File: config.mk
export PLATFORM = sky130hd
export DESIGN_NAME = scan_ctrl
export DESIGN_NICKNAME = d
export VERILOG_FILES = /design/src/rtl/region_perm_pkg.sv /design/src/rtl/scan_ctrl.sv
export SDC_FILE = /design/constraint.sdc
export NUM_CORES = 1
export LEC_CHECK = 0
export BUFFER_PORTS_ARGS = -buffer_cell sky130_fd_sc_hd__buf_2
export CORE_ASPECT_RATIO = 0.9
export CORE_MARGIN = 4
export CORE_UTILIZATION = 38
export CTS_BUF_LIST = sky130_fd_sc_hd__clkbuf_8
export CTS_CLUSTER_DIAMETER = 120
export DETAILED_ROUTE_END_ITERATION = 7
export SYNTH_ARGS = -nofsm -noshare
export SYNTH_HDL_FRONTEND = slang
export SYNTH_SLANG_ARGS = --single-unit
File: constraint.sdc
create_clock -name clk_i -period 2.7 [get_ports clk_i]
set_input_delay 0.54 -clock clk_i [delete_from_list [all_inputs] [get_ports clk_i]]
set_output_delay 0.54 -clock clk_i [all_outputs]
set_load 0.01 [all_outputs]
File: src/rtl/region_perm_pkg.sv
package region_perm_pkg;
  localparam int unsigned ADDR_W     = 32;
  localparam int unsigned EN_BIT     = 0;
  localparam int unsigned SZ_LSB     = 1;
  localparam int unsigned SZ_W       = 5;
  localparam int unsigned AP_LSB     = 24;
  localparam int unsigned AP_W       = 3;
  localparam int unsigned BASE_ALIGN = 5;
  localparam logic [AP_W-1:0] AP_FULL_RW = 3'b011;
  localparam int unsigned AP_USER_RD_BIT = 1;

  typedef enum logic {
    ST_IDLE = 1'b0,
    ST_SCAN = 1'b1
  } scan_state_e;

  typedef struct packed {
    logic [ADDR_W-1:0] addr;
    logic [ADDR_W:0]   last;   // 33-bit inclusive end address
    logic              zero;
    logic              wr;
  } req_t;
endpackage

File: src/rtl/scan_ctrl.sv
module scan_ctrl
  import region_perm_pkg::*;
#(
  parameter int unsigned NUM_REGIONS = 8,
  localparam int unsigned IDX_W = $clog2(NUM_REGIONS)
) (
  input  logic              clk_i,
  input  logic              rst_ni,
  input  logic              start_i,
  input  logic [ADDR_W-1:0] addr_i,
  input  logic [ADDR_W-1:0] size_i,
  input  logic              write_i,
  input  logic              hit_i,
  input  logic              allow_i,
  output req_t              req_o,
  output logic [IDX_W-1:0]  idx_o,
  output logic              busy_o,
  output logic              done_o,
  output logic              granted_o
);
  scan_state_e      state_q;
  req_t             req_q;
  logic [IDX_W-1:0] idx_q;
  logic             done_q, grant_q;

  always_ff @(posedge clk_i or negedge rst_ni) begin
    if (!rst_ni) begin
      state_q <= ST_IDLE;
      req_q   <= '0;
      idx_q   <= '0;
      done_q  <= 1'b0;
      grant_q <= 1'b0;
    end else begin
      done_q  <= 1'b0;
      grant_q <= 1'b0;
      unique case (state_q)
        ST_IDLE: if (start_i) begin
          state_q    <= ST_SCAN;
          idx_q      <= IDX_W'(NUM_REGIONS-1);
          req_q.addr <= addr_i;
          req_q.last <= {1'b0, addr_i} + {1'b0, size_i} - 1'b1;
          req_q.zero <= (size_i == '0);
          req_q.wr   <= write_i;
        end
        ST_SCAN: begin
          if (hit_i) begin
            state_q <= ST_IDLE;
            done_q  <= 1'b1;
            grant_q <= allow_i;
          end else if (idx_q == '0) begin
            state_q <= ST_IDLE;
            done_q  <= 1'b1;
          end else begin
            idx_q <= idx_q - 1'b1;
          end
        end
        default: state_q <= ST_IDLE;
      endcase
    end
  end

  assign req_o     = req_q;
  assign idx_o     = idx_q;
  assign busy_o    = (state_q == ST_SCAN);
  assign done_o    = done_q;
  assign granted_o = grant_q;
endmodule

Yosys cells after proc, flatten, opt, wreduce, memory -nomap -nowiden:

Index checks and enable logic that the tools add are counted.

* register bits after elaboration: 73
* input port bits: 70
* output and inout port bits: 73
* logic and storage cells: 32

* add/sub/neg operators: 3
* equality and inequality tests: 3
* muxes and demuxes: 13
* bitwise operators: 1
* reduce and logical (&&, ||, !) cells: 4

Operator list (count)
* adder 32 x 32 -> 33 bit: 1
* subtractor 33 x 1 -> 33 bit, second input constant: 1
* logical NOT 32 bit: 1
* 2-to-1 mux 3 bit: 3
* 2-to-1 mux 1 bit: 8
* inequality test 2 bit, second input constant: 3
* one-hot mux 3 bit (2 select lines): 1
* logical NOT 3 bit: 1
* AND reduction 3 bit: 1
* subtractor 3 x 1 -> 3 bit, second input constant: 1
* one-hot mux 1 bit (2 select lines): 1
* AND reduction 2 bit: 1
* NOT 1 bit: 1

Depth between registers and ports, before layout:

Gate-level depths: netlist of run 1.

* depth after elaboration: 4
* mapped depth: 12
* depth with buffers taken out: 12

Worst setup path after synthesis of run 1:

OpenSTA, ideal clock, no wires.

* path type: input port to flip-flop
* start point: input addr_i[1]
* end point: register req_q, in the netlist req_o[33]
* setup time: 0.095 ns
* arrival time: 2.828 ns
* required time: 2.605 ns
* slack: -0.223 ns
* cell stages on the path: 12
* path buffers: 0
* path through: inv_1 > ha_1 > inv_1 > ha_1 > fa_1 > a21o_2 > a31o_1 > nand3_2 > a31oi_2 > o31a_1 > o21a_1 > o31ai_1

* longest elaborated chain between the ends: 2

Ends and longest elaborated chain
* from (decl): line scan_ctrl.sv:10 `input logic [ADDR_W-1:0] addr_i,`
* adder 32 x 32 -> 33 bit: line scan_ctrl.sv:41 `req_q.last <= {1'b0, addr_i} + {1'b0, size_i} - 1'b1;`
* subtractor 33 x 1 -> 33 bit: line scan_ctrl.sv:41
* to (decl): line scan_ctrl.sv:22 `req_t req_q;`

Every way passes these cells.
A chain may end at the register's enable or synchronous reset.

Worst setup path after layout of run 1:

* start point: input size_i[1]
* end point: register req_q, in the netlist req_o[33]

* longest elaborated chain between the ends: 2

Ends and longest elaborated chain
* from (decl): line scan_ctrl.sv:11 `input logic [ADDR_W-1:0] size_i,`
* adder 32 x 32 -> 33 bit: line scan_ctrl.sv:41
* subtractor 33 x 1 -> 33 bit: line scan_ctrl.sv:41

Every way passes these cells.

==> results of run 1 <==
[cells in the final DEF, fill, tap and decap left out, types with 3 or more instances in the layout]
cell / count
sky130_fd_sc_hd__buf_2: 141
sky130_fd_sc_hd__inv_1: 135
sky130_fd_sc_hd__nand2_1: 98
sky130_fd_sc_hd__buf_4: 78
sky130_fd_sc_hd__dfrtp_1: 73
sky130_fd_sc_hd__o21ai_0: 70
sky130_fd_sc_hd__ha_1: 64
sky130_fd_sc_hd__a21oi_1: 30
sky130_fd_sc_hd__nor2_1: 21
sky130_fd_sc_hd__a21o_1: 11
sky130_fd_sc_hd__xor2_1: 11
sky130_fd_sc_hd__nand3_1: 10
sky130_fd_sc_hd__xnor2_1: 10
sky130_fd_sc_hd__clkbuf_8: 10
sky130_fd_sc_hd__nor3_1: 9
sky130_fd_sc_hd__nor4_1: 8
sky130_fd_sc_hd__o211ai_1: 7
sky130_fd_sc_hd__o21a_1: 7
sky130_fd_sc_hd__nand4_1: 7
sky130_fd_sc_hd__o21ai_1: 5
sky130_fd_sc_hd__and3_1: 4
sky130_fd_sc_hd__a21oi_2: 4
sky130_fd_sc_hd__o31ai_1: 4
sky130_fd_sc_hd__nor2b_1: 3
sky130_fd_sc_hd__or4_1: 3
sky130_fd_sc_hd__a31oi_1: 3
sky130_fd_sc_hd__a21o_2: 3
sky130_fd_sc_hd__o21bai_1: 3
sky130_fd_sc_hd__mux2i_1: 3
sky130_fd_sc_hd__bufinv_16: 3
[worst paths after layout]
path	start	to	cells past startpoint	slack [ns]
min in group clk_i	write_i	req_o[0]	3	0.37
max in group asynchronous	rst_ni	req_o[30]	2	2.18
setup / recovery	size_i[1]	req_o[33]	13	0.16
hold / removal	rst_ni	req_o[43]	2	0.18
setup reg to reg	busy_o	req_o[22]	4	1.13
hold reg to reg	req_o[40]	req_o[40]	2	0.48
[sequential cells by signal (all words and copies together), names as in the netlist]
register and cells:
done_o 1, granted_o 1, busy_o 1, req_o 67, idx_o 3
[worst max-delay path: stages]
cell                      delay [ns]
sky130_fd_sc_hd__buf_2          0.10
sky130_fd_sc_hd__inv_1          0.05
sky130_fd_sc_hd__ha_1           0.26
sky130_fd_sc_hd__inv_1          0.05
sky130_fd_sc_hd__ha_4           0.16
sky130_fd_sc_hd__fa_2           0.37
sky130_fd_sc_hd__a21o_2         0.21
sky130_fd_sc_hd__a31o_1         0.20
sky130_fd_sc_hd__nand3_2        0.13
sky130_fd_sc_hd__a31oi_4        0.11
sky130_fd_sc_hd__o31a_1         0.28
sky130_fd_sc_hd__o21a_1         0.20
sky130_fd_sc_hd__o31ai_1        0.18
[where the power goes]
part	switching, mW	total (mW)	internal [mW]
Sequential	0.171	1.57	1.40
Combinational	1.06	1.94	0.871
Clock	0.463	1.11	0.643
[final cells by class]
class,count,area (sq um)
tap,168,210.2
inverter,135,506.7
clock buffer,10,137.6
sequential,73,1827
multi-input combinational,432,2919
fill,1322,6469
timing repair buffer,221,1331
clock inverter,6,112.6
[kinds of logic (layout without fill, tap and decap cells)]
group | after synthesis | in the layout | synth area share (%)
simple gates | 173 | 173 | 14.71
compound gates | 169 | 169 | 19.89
buf+inv | 158 | 372 | 11.27
flops | 73 | 73 | 34.41
fa+ha+maj | 66 | 66 | 15.70
xor+xnor | 21 | 21 | 3.464
mux | 3 | 3 | 0.5657
[per-stage QoR]
stage	instances	setup TNS [ns]
after floorplan	663	-0.006043
after global placement	1029	-1.685
after detailed placement	1029	-2.368
after CTS	1045	0
after global routing	1045	0
final	1045	0
[metal layers]
metal | vias to the layer above | GRT usage (%) | share of wire, %
met2 | 113 | 30.10 | 44
met3 | 14 | 4.401 | 5.3
li1 | 2614 | - | -
met4 | 0 | 5.130 | 1.7
met1 | 2304 | 25.00 | 49
met5 | - | 0 | 0
==> flow_metrics.tcl, run 1 <==
set metrics [dict create \
    final_layout_size_suffix_gt1_share_pct 29.76 \
    antenna_left 0 \
    worst_clock_skew_ns 0.01881 \
    startpoint_type "input pin" \
    finalPower_mw 4.607 \
    preCtsSetupSlack_ns -0.2499 \
    ys_top_cells_by_count "135 x sky130_fd_sc_hd__inv_1, 98 x sky130_fd_sc_hd__nand2_1, 73 x sky130_fd_sc_hd__dfrtp_1, 70 x sky130_fd_sc_hd__o21ai_0, 65 x sky130_fd_sc_hd__ha_1" \
    groute.usage.overall_pct 18.61 \
    finalCoreUtilization_pct 52.13 \
    detailroute.via_count 5045 \
    period_share_pct 94.04 \
    setup_viol 0 \
    final-max-slew-violation-count 0 \
    hold_viol 0 \
    timing.hold.ws_ns 0.1778 \
    total_leakage_power_nw 3.941 \
    mappedNetlistArea_sq_um 5309 \
    clk_pin_slew_worst_paths_ns 0.09 \
    rsz0062_at_grt "no" \
    die_y_um 120.1 \
    h_tree_depth 3 \
    max-clock-path-buffers 2 \
    cts_num_sinks 73 \
    synth_top_cell_area_share_pct 34.41 \
    layout-area-overhead-vs-synth_pct 32.69 \
    worst_ep_arrival_time_ns 2.83 \
    timing_worst_slew_pin_value_ns 0.5172 \
    largest_cells_by_area_after_synthesis "sky130_fd_sc_hd__dfrtp_1 34%, sky130_fd_sc_hd__ha_1 15%, sky130_fd_sc_hd__inv_1 9.5%, sky130_fd_sc_hd__nand2_1 6.9%, sky130_fd_sc_hd__o21ai_0 6.6%" \
    mappedNetlistNets 799 \
    setup.worst_path.class "input pin to flip-flop" \
    hold_path_class "input pin to async pin" \
    place.gp.congestion 0.9106 \
    number_of_port_buffers 142 \
    routedWlPerCell_um 13.97 \
    timing.final.crit_period_ns 2.539 \
    syn_inst 663 \
    critical_path.max_fanout 3 \
    antenna_found_initial 0 \
    most_instantiated_flip_flop_cell_in_the_synthesis_netlist "sky130_fd_sc_hd__dfrtp_1" \
    irDropWorstVdd_uv 246.9 \
    initial_utilization_pct 39.29 \
    floorplan.core_area_sq_um 13510 \
    synth_edf_count 0 \
    clk_root_buffer_cell "sky130_fd_sc_hd__clkbuf_8" \
    endpoint_kind "flip-flop" \
    drt-vias-per-instance 4.828 \
    clock_tree_from_tritoncts "yes" \
    post-route-drc-count 0 \
    post_cts_resized 0 \
    register_bit_total_from_synthesis 73 \
    ys_seq_area_share_pct 34.41 \
    detailedRoute.firstIterationViolations 218 \
    grt_first_pass_wirelength_um 24050 \
    postRouteWirelength_um 14600 \
    die_w_um 132.6 \
    antenna_cells 0 \
    first_pass_iters 4 \
    final_cell_area_sq_um 7044 \
    clkLatencyLatePin_ns 0.38 \
    layout.nets 1008 \
    post_cts_hold_buffer_count 0 \
    postCtsSetupRepairBufs 0 \
    timing.critical_path.required_ns 2.99 \
    relSlewSlack_pct 65.20 \
    post_dp_cell_area_sq_um 6794 \
    gr-total-overflow 0 \
    synthesis.area_per_instance_sq_um 8.007 \
    pin_count 143 \
    dp_hpwl_um 11650 \
    grt_max_degree 74 \
    yosysWarnings 0 \
    synth_largest_area_cell "sky130_fd_sc_hd__dfrtp_1" \
    via_count_of_the_first_global_routing_pass 4970 \
    powerDensity_nw_per_um2 654.0 \
    dieArea_sq_um 15930 \
    cts_buffers 9 \
    final_critical_path_setup_slack_ns 0.1608 \
    synthMostInstantiatedCell "sky130_fd_sc_hd__inv_1" \
    outcome "finished, final reports clean" \
    synth_cell_types 58 \
    fmax_mhz 393.8 \
    synth_async_sr_flop_share_pct 100.0 \
    maxCapViolCount 0 \
    num_rows 40 \
]
No activity file was read; power rests on OpenSTA's default activity.
==> run 2: changes to the inputs <==
Settings changed: CELL_PAD_IN_SITES_DETAIL_PLACEMENT set to 0, CELL_PAD_IN_SITES_GLOBAL_PLACEMENT set to 1, PLACE_DENSITY_LB_ADDON set to 0.1.
==> run 2 against run 1 <==
  * Clock skew fell by 0.0081 ns
  * Worst setup slack got worse by 0.019 ns
  * Sequential power hardly changed
  * First-iteration DRC count is 14% higher
  * Die area unchanged
  * Fmax shrank 0.74%
  * Sequential share of layout area increased by 0.34 points
  * Power is 4.8% lower
  * Worst hold slack got worse by 0.0060 ns
==> flow_metrics.tcl, run 2 (synthesis results as in run 1) <==
set metrics [dict create \
    clk_pin_slew_worst_paths_ns 0.09 \
    postRouteWirelength_um 14550 \
    final_tns_setup_ns 0 \
    endpoint_kind "flip-flop" \
    hold_viol 0 \
    outcome "finished, final reports clean" \
    clock_tree_from_tritoncts "yes" \
    antenna_left 0 \
    antenna_found_initial 0 \
    relSlewSlack_pct 62.23 \
    h_tree_depth 3 \
    via_count_of_the_first_global_routing_pass 5158 \
    timing.critical_path.required_ns 2.99 \
    detailedRoute.firstIterationViolations 249 \
    pin_count 143 \
    postCtsSetupRepairBufs 0 \
    gr-total-overflow 0 \
    number_of_port_buffers 142 \
    commonest_non_fill_non_tap_cells_in_the_layout "141 x sky130_fd_sc_hd__buf_2, 135 x sky130_fd_sc_hd__inv_1, 98 x sky130_fd_sc_hd__nand2_1" \
    worst_path_largest_cell_delay_ns 0.49 \
    num_rows 40 \
    die_w_um 132.6 \
    path_depth_of_the_worst_reg2reg_path 5 \
    layout.nets 1002 \
    max-clock-path-buffers 2 \
    layout-area-overhead-vs-synth_pct 30.99 \
    dieArea_sq_um 15930 \
    clk_root_buffer_cell "sky130_fd_sc_hd__clkbuf_8" \
    dp_hpwl_um 11820 \
    setup_viol 0 \
    path_cells "buf_2, inv_1, ha_1, inv_1, ha_1, a211oi_2, o21ai_2, o2111a_2, o211ai_2, a21oi_2, or4_1, o311ai_1" \
    worst_ep_arrival_time_ns 2.85 \
    hold_path_class "input pin to async pin" \
    routedWlPerCell_um 14.00 \
    period_share_pct 94.75 \
    powerDensity_nw_per_um2 631.0 \
    rsz0062_at_grt "no" \
    mostFrequentLayoutCell "sky130_fd_sc_hd__buf_2" \
    maxCapViolCount 0 \
    post_cts_resized 0 \
    initial_utilization_pct 39.29 \
    cp_top_family "compound AO/OA/AOI/OAI gates" \
    setup.worst_path.class "input pin to flip-flop" \
    die_y_um 120.1 \
    grt_max_degree 74 \
    detailroute.via_count 5035 \
    timing.final.crit_period_ns 2.558 \
    ff2ff_setup_slack_ns 1.04 \
    post-route-drc-count 0 \
    clkLatencyLatePin_ns 0.38 \
    irDropWorstVdd_uv 328.8 \
    worst_clock_skew_ns 0.01070 \
    critical_path.max_fanout 4 \
    timing_worst_slew_pin_value_ns 0.5614 \
    finalPower_mw 4.388 \
    floorplan.core_area_sq_um 13510 \
    fmax_mhz 390.9 \
    r2r_end "idx_o[0]" \
    post_cts_hold_buffer_count 0 \
    drt-vias-per-instance 4.846 \
    finalCoreUtilization_pct 51.46 \
    grt_first_pass_wirelength_um 24860 \
    first_pass_iters 4 \
    r2r-start "busy_o" \
    cp_max_delay_cell "sky130_fd_sc_hd__or4_1" \
    cts_buffers 9 \
    final-max-slew-violation-count 0 \
    largest_reg_flops 67 \
    groute.usage.overall_pct 19.20 \
    total_leakage_power_nw 3.883 \
    place.gp.congestion 0.8493 \
    fillCellCount 1381 \
    startpoint_type "input pin" \
    cts_num_sinks 73 \
    worstPathBufferInverterCount 3 \
    final_layout_size_suffix_gt1_share_pct 29.28 \
    antenna_cells 0 \
]
[run 2: cell count changes in the layout (fill, tap and decap cells not counted)]
cell,previous run,this run
sky130_fd_sc_hd__buf_4,78,72
sky130_fd_sc_hd__o311ai_1,2,1
sky130_fd_sc_hd__bufinv_16,3,1
sky130_fd_sc_hd__inv_6,1,0
sky130_fd_sc_hd__o311ai_0,0,1
sky130_fd_sc_hd__clkinvlp_4,0,2
sky130_fd_sc_hd__clkinv_4,1,2
[run 2: where the power goes]
part           switching [mW]  internal [mW]  total [mW]
sequential              0.167           1.39        1.56
combinational            1.05          0.851        1.90
clock                   0.471          0.453       0.924
[run 2: final cells by class]
type | count | area, sq um | share of cell area (%)
tap | 168 | 210.2 | 3.023
inverter | 135 | 506.7 | 7.287
clock inverter | 6 | 67.56 | 0.9716
timing repair buffer | 215 | 1286 | 18.50
clock buffer | 10 | 137.6 | 1.979
multi-input combinational | 432 | 2919 | 41.98
sequential | 73 | 1827 | 26.27
[run 2: worst max-delay path by stage]
stage,endpoint,cells past startpoint,from
after CTS,req_o[34],12,size_i[2]
after floorplan,req_o[33],12,addr_i[1]
final,req_o[34],12,size_i[2]
after global routing,req_o[27],13,size_i[1]
after global placement,req_o[34],12,size_i[2]
after detailed placement,req_o[34],12,size_i[2]
[run 2: through the flow]
stage	setup WS, ns	hold slack [ns]	area [sq um]	instances
after CTS	0.1668	0.1714	6954	1039
after global routing	0.01952	0.1887	6954	1039
after global placement	-0.1892	0.4537	6749	1023
after detailed placement	-0.2457	0.4614	6749	1023
after floorplan	-0.006043	0.2444	5336	663
final	0.1418	0.1718	6954	1039
[run 2: metal layers]
layer  vias to the layer above  wire (um)  GRT usage (%)
li1                       2597          -              -
met1                      2314       7156          26.49
met2                       112       6503          30.48
met3                        12        764          4.904
met4                         0        123          4.156
met5                         -          0              0
